### src/rtl/irq_cmp_pkg.sv
package irq_cmp_pkg;

    localparam int PRI_W = 4;

    typedef logic [PRI_W-1:0] pri_t;

    // Source of a rewrite of the current level, in precedence order.
    typedef enum logic [1:0] {
        UPD_NONE = 2'd0,
        UPD_ACK  = 2'd1,
        UPD_POP  = 2'd2,
        UPD_SW   = 2'd3
    } upd_src_e;

    // Strict unsigned comparison: does a pending level preempt the current one?
    function automatic logic outranks(input pri_t pending, input pri_t current);
        return pending > current;
    endfunction

    // Pick the winning rewrite source: acknowledge, then pop, then software.
    function automatic upd_src_e pick_src(input logic ack_take,
                                          input logic pop_req,
                                          input logic sw_req);
        upd_src_e s;
        if (ack_take)     s = UPD_ACK;
        else if (pop_req) s = UPD_POP;
        else if (sw_req)  s = UPD_SW;
        else              s = UPD_NONE;
        return s;
    endfunction

endpackage

### src/rtl/irq_cur_pri_reg.sv
module irq_cur_pri_reg
    import irq_cmp_pkg::*;
(
    input  logic clk,
    input  logic rst,
    input  logic ack_take,
    input  pri_t ack_load,
    input  logic pop_en,
    input  pri_t pop_pri,
    input  logic sw_wr_en,
    input  pri_t sw_wr_pri,
    output pri_t cur_q,
    output pri_t cur_d,
    output logic upd
);

    upd_src_e src;

    always_comb begin
        src = pick_src(ack_take, pop_en, sw_wr_en);
        unique case (src)
            UPD_ACK:  cur_d = ack_load;
            UPD_POP:  cur_d = pop_pri;
            UPD_SW:   cur_d = sw_wr_pri;
            default:  cur_d = cur_q;
        endcase
        upd = (src != UPD_NONE);
    end

    always_ff @(posedge clk) begin
        if (rst) cur_q <= '0;
        else     cur_q <= cur_d;
    end

endmodule

### src/rtl/irq_capture.sv
module irq_capture
    import irq_cmp_pkg::*;
#(
    parameter int VEC_W = 9
) (
    input  logic             clk,
    input  logic             rst,
    input  logic             upd,
    input  pri_t             pend_pri,
    input  logic [VEC_W-1:0] pend_vec,
    input  pri_t             cur_q,
    output logic             hold,
    output logic [VEC_W-1:0] vec_q,
    output pri_t             pri_q
);

    logic take;

    always_comb begin
        take = !hold && !upd && outranks(pend_pri, cur_q);
    end

    always_ff @(posedge clk) begin
        if (rst) begin
            hold  <= 1'b0;
            vec_q <= '0;
            pri_q <= '0;
        end else if (upd) begin
            hold <= 1'b0;
        end else if (take) begin
            hold  <= 1'b1;
            vec_q <= pend_vec;
            pri_q <= pend_pri;
        end
    end

endmodule

### src/rtl/irq_req_gen.sv
module irq_req_gen
    import irq_cmp_pkg::*;
(
    input  logic clk,
    input  logic rst,
    input  pri_t pend_pri,
    input  pri_t cur_d,
    output logic req_q
);

    always_ff @(posedge clk) begin
        if (rst) req_q <= 1'b0;
        else     req_q <= outranks(pend_pri, cur_d);
    end

endmodule

### src/rtl/irq_prio_cmp.sv
module irq_prio_cmp
    import irq_cmp_pkg::*;
#(
    parameter int VEC_W = 9
) (
    input  logic             clk,
    input  logic             rst,
    input  logic [3:0]       pend_pri,
    input  logic [VEC_W-1:0] pend_vec,
    input  logic             ack,
    input  logic             pop_en,
    input  logic [3:0]       pop_pri,
    input  logic             sw_wr_en,
    input  logic [3:0]       sw_wr_pri,
    output logic             irq_req,
    output logic [3:0]       cur_pri,
    output logic [VEC_W-1:0] ack_vec,
    output logic [3:0]       ack_pri
);

    pri_t cur_q;
    pri_t cur_d;
    logic upd;
    logic cap_hold;
    pri_t cap_pri;
    logic ack_take;

    assign ack_take = ack && cap_hold;

    irq_cur_pri_reg u_cur (
        .clk       (clk),
        .rst       (rst),
        .ack_take  (ack_take),
        .ack_load  (cap_pri),
        .pop_en    (pop_en),
        .pop_pri   (pop_pri),
        .sw_wr_en  (sw_wr_en),
        .sw_wr_pri (sw_wr_pri),
        .cur_q     (cur_q),
        .cur_d     (cur_d),
        .upd       (upd)
    );

    irq_capture #(.VEC_W(VEC_W)) u_cap (
        .clk      (clk),
        .rst      (rst),
        .upd      (upd),
        .pend_pri (pend_pri),
        .pend_vec (pend_vec),
        .cur_q    (cur_q),
        .hold     (cap_hold),
        .vec_q    (ack_vec),
        .pri_q    (cap_pri)
    );

    irq_req_gen u_req (
        .clk      (clk),
        .rst      (rst),
        .pend_pri (pend_pri),
        .cur_d    (cur_d),
        .req_q    (irq_req)
    );

    assign cur_pri = cur_q;
    assign ack_pri = cap_pri;

endmodule

### config.mk
export PLATFORM = sky130hd
export DESIGN_NAME = irq_prio_cmp
export DESIGN_NICKNAME = d
export VERILOG_FILES = /design/src/rtl/irq_cmp_pkg.sv /design/src/rtl/irq_cur_pri_reg.sv /design/src/rtl/irq_capture.sv /design/src/rtl/irq_req_gen.sv /design/src/rtl/irq_prio_cmp.sv
export SDC_FILE = /design/constraint.sdc
export NUM_CORES = 1
export LEC_CHECK = 0
export BUFFER_PORTS_ARGS = -buffer_cell sky130_fd_sc_hd__buf_2
export CAP_MARGIN = 10
export CORE_MARGIN = 2
export CORE_UTILIZATION = 45
export CTS_BUF_LIST = sky130_fd_sc_hd__clkbuf_8
export DETAILED_ROUTE_END_ITERATION = 10
export HOLD_SLACK_MARGIN = 0.15
export PLACE_DENSITY_LB_ADDON = 0.12
export SETUP_SLACK_MARGIN = 0.15
export SLEW_MARGIN = 20
export SYNTH_ARGS = -nofsm -noshare
export SYNTH_HDL_FRONTEND = slang
export SYNTH_SLANG_ARGS = --single-unit
### constraint.sdc
create_clock -name clk -period 1.45 [get_ports clk]
set_input_delay 0.145 -clock clk [delete_from_list [all_inputs] [get_ports clk]]
set_output_delay 0.145 -clock clk [all_outputs]
set_load 0.02 [all_outputs]
==> results.tsv <==
stage	metric	value	unit
grt	grt-ovfl-total	0	
sta	fin_crit	1.67	ns
sta	setup_ws	-0.223	ns
placement	place.gp.congestion	0.808	
floorplanning	fp.dieH	53.5	µm
route	ant_nets	0	
sta	fin_crit_sh	115	%
synthesis	synth_fp_nets	149	
grt	grt_max_degree	33	
synthesis	async_reset_ff_share	0	%
synthesis	yosysTopAreaCellShare	34.5	%
sta	rsz0062_at_grt	yes	
grt	grt_antenna_before_repair	0	
power_and_ir_drop	intPower	0.000913	W
synthesis	synth-seq-cells	19	
floorplanning	die-area	2860	µm²
synthesis	syn_area	1100	µm²
synthesis	synthTopCellsByCount	26 x nand2b_1, 20 x mux2i_1, 19 x dfxtp_1	
power_and_ir_drop	p_per_area	838	nW/µm²
grt	grt_util_met1	23.3	%
power_and_ir_drop	switching_share	28.3	%
power_and_ir_drop	clkPwrFrac	28.1	%
synthesis	synth_edf_count	0	
synthesis	yosysMostFrequentCell	nand2b_1	
synthesis	ys.flop_type	dfxtp_1	
sta	drv_slew	0	
floorplanning	row_count	17	
worst_hold_path	hold-path-cell-count	3	
critical_path	cp-start-kind	flop	
power_and_ir_drop	ir_drop	866	µV
placement	dp_hpwl	1860	µm
critical_path	crit_fanout	3	
grt	track_usage	19.8	%
placement	numPortBuffers	43	
finish	layout.nets	204	
cts	clk_pin_slew	0.07	ns
sta	setup_viol	15	
sta	timing.slew.headroom	72.3	%
sta	tightest_slew	0.415	ns
job	drv_cap	0	
grt	grt_pass1_vias	992	
finish	syn_to_final_growth	37.8	%
critical_path	cp-end-kind	flop	
sta	fin_hold_ws	0.151	ns
route	wirelength	2520	µm
cts	clk_path_buf_depth	2	
power_and_ir_drop	total_power	0.00127	W
sta	clock_skew	0.00413	ns
worst_hold_path	min_path_type	in -> reg	
route	vias_per_cell	4.87	
grt	grt_pass1_wl	4160	µm
route	drtIter0Drc	3	
grt	busiest_layer	met2	
floorplanning	die_w	53.5	µm
route	first_pass_iters	4	
outcome	outcome	complete, but fails checks	
cts	cts_tree	yes	
synthesis	synth_area_leader_cell	dfxtp_1	
power_and_ir_drop	p_leak	0.740	nW
sta	clock.fmax	598	MHz
cts	cts_max_level	1	
cts	clock_tree.root_cell	clkbuf_8	
synthesis	synthCells	115	
power_and_ir_drop	p_seq_share	44.8	%
power_and_ir_drop	switchingPower	0.000360	W
grt	use_met2	36.4	%
cts	clock-sinks	19	
critical_path	cp_data_required_time	1.60	ns
synthesis	syn_area_per_cell	9.60	µm²
critical_path	crit_arrival	1.82	ns
synthesis	yosys_warnings	0	
finish	diodes	0	
floorplanning	initial_core_util	48.5	%
critical_path	critical_path_class	reg -> reg	
grt	globalRouteMet3Util	1.69	%
finish	fin_util	66.8	%
synthesis	synthTopCellsByArea	dfxtp_1 34%, mux2i_1 18%, nand2b_1 15%	
floorplanning	core	2280	µm²
route	via_count	960	
sta	hold_violations	0	
critical_path	rr_worst_depth	8	
route	wl_per_cell	12.8	µm
synthesis	synth_cell_types	25	
floorplanning	io_pins	44	
outcome	violations	negative setup slack	
cts	insertion_delay	0.25	ns
finish	drive_gt1_share	40.8	%
synthesis	seq_area_frac_synth	34.5	%
cts	cts_buffers	3	
route	drc	0	
power_and_ir_drop	combPwrFrac	27.2	%
[state kept, by name (all words and copies together) (netlist names)]
register / cells
u_cap.pri_q: 4
u_cap.hold: 1
u_cur.cur_q: 4
u_cap.vec_q: 9
u_req.req_q: 1
[cell usage in the layout (no fill, tap or decap), types with 2 or more instances in the layout]
cell type      count
dfxtp_2            2
nand2b_1          26
buf_4              7
a21oi_1            2
ha_1               6
o21ai_0            3
nor2_1             3
dlygate4sd3_1      2
buf_6              2
ha_4               2
mux2i_1           20
inv_1              5
clkbuf_8           3
nand2_1            8
dfxtp_1           16
o21a_1             2
buf_2             43
[stage by stage]
step	instances	setup WS (ns)	instance area, µm²	setup TNS (ns)
after global routing	197	-0.320	1520	-3.03
after detailed placement	189	-0.232	1400	-1.48
final	197	-0.223	1520	-1.86
after CTS	197	-0.222	1520	-2.18
after floorplan	115	-0.112	1130	-1.19
after global placement	189	-0.108	1400	-0.974
[power groups by stage]
stage / clock network [W] / registers [W] / logic, W
detailed placement: 0 / 0.000582 / 0.000313
floorplan: 0 / 0.000617 / 0.000168
global placement: 0 / 0.000580 / 0.000300
global route: 0.000389 / 0.000573 / 0.000378
CTS: 0.000370 / 0.000570 / 0.000343
finish: 0.000357 / 0.000570 / 0.000346
[logic make-up (layout without fill, tap and decap cells)]
logic type                 after synthesis  count (layout)  synth area share (%)
AOI/OAI and AO/OA                       13              13                  8.50
adders and majority gates                8               8                  9.07
buffers and inverters                   11              65                  6.92
muxes                                   20              20                  18.1
and+or+nand+nor                         44              44                  22.9
DFF                                     19              19                  34.5
[what timing repair did]
action | CTS | global route
hold buffers | 2 | 0
pin swaps | 3 | 0
endpoints found under the hold margin | 2 | 0
setup endpoints to repair | 15 | 15
buffers inserted | 1 | 0
gates cloned | 1 | 0
resized for setup | 4 | 2
[area by class of cell]
type	instances	area, µm²
inverter	5	18.8
clock inverter	1	3.75
multi-input combinational	85	679
clock buffer	3	41.3
timing repair buffer	56	355
sequential	19	387
tap	28	35.0
fill	201	756
[critical path, stage by stage, from the launching register on]
cell and delay [ns]:
dfxtp_4 0.35, mux2i_1 0.14, o21ai_1 0.08, mux2i_1 0.19, ha_1 0.29, nor2b_1 0.14
o21a_1 0.17, o21ai_2 0.12, a21oi_1 0.08
[metal layers]
metal	routed length, µm	up-vias
li1	-	493
met1	1040	435
met2	1320	28
met3	129	4
met4	29	0
met5	0	-
[path summary, 6_finish.rpt]
kind	from	slack (ns)	endpoint
hold reg to reg	u_cap.vec_q[4]	0.47	u_cap.vec_q[4]
setup reg to reg	u_cur.cur_q[1]	-0.22	u_req.req_q
hold / removal	pend_vec[5]	0.15	u_cap.vec_q[5]
setup / recovery	u_cur.cur_q[1]	-0.22	u_req.req_q
Power figures use the tool's default switching activity.
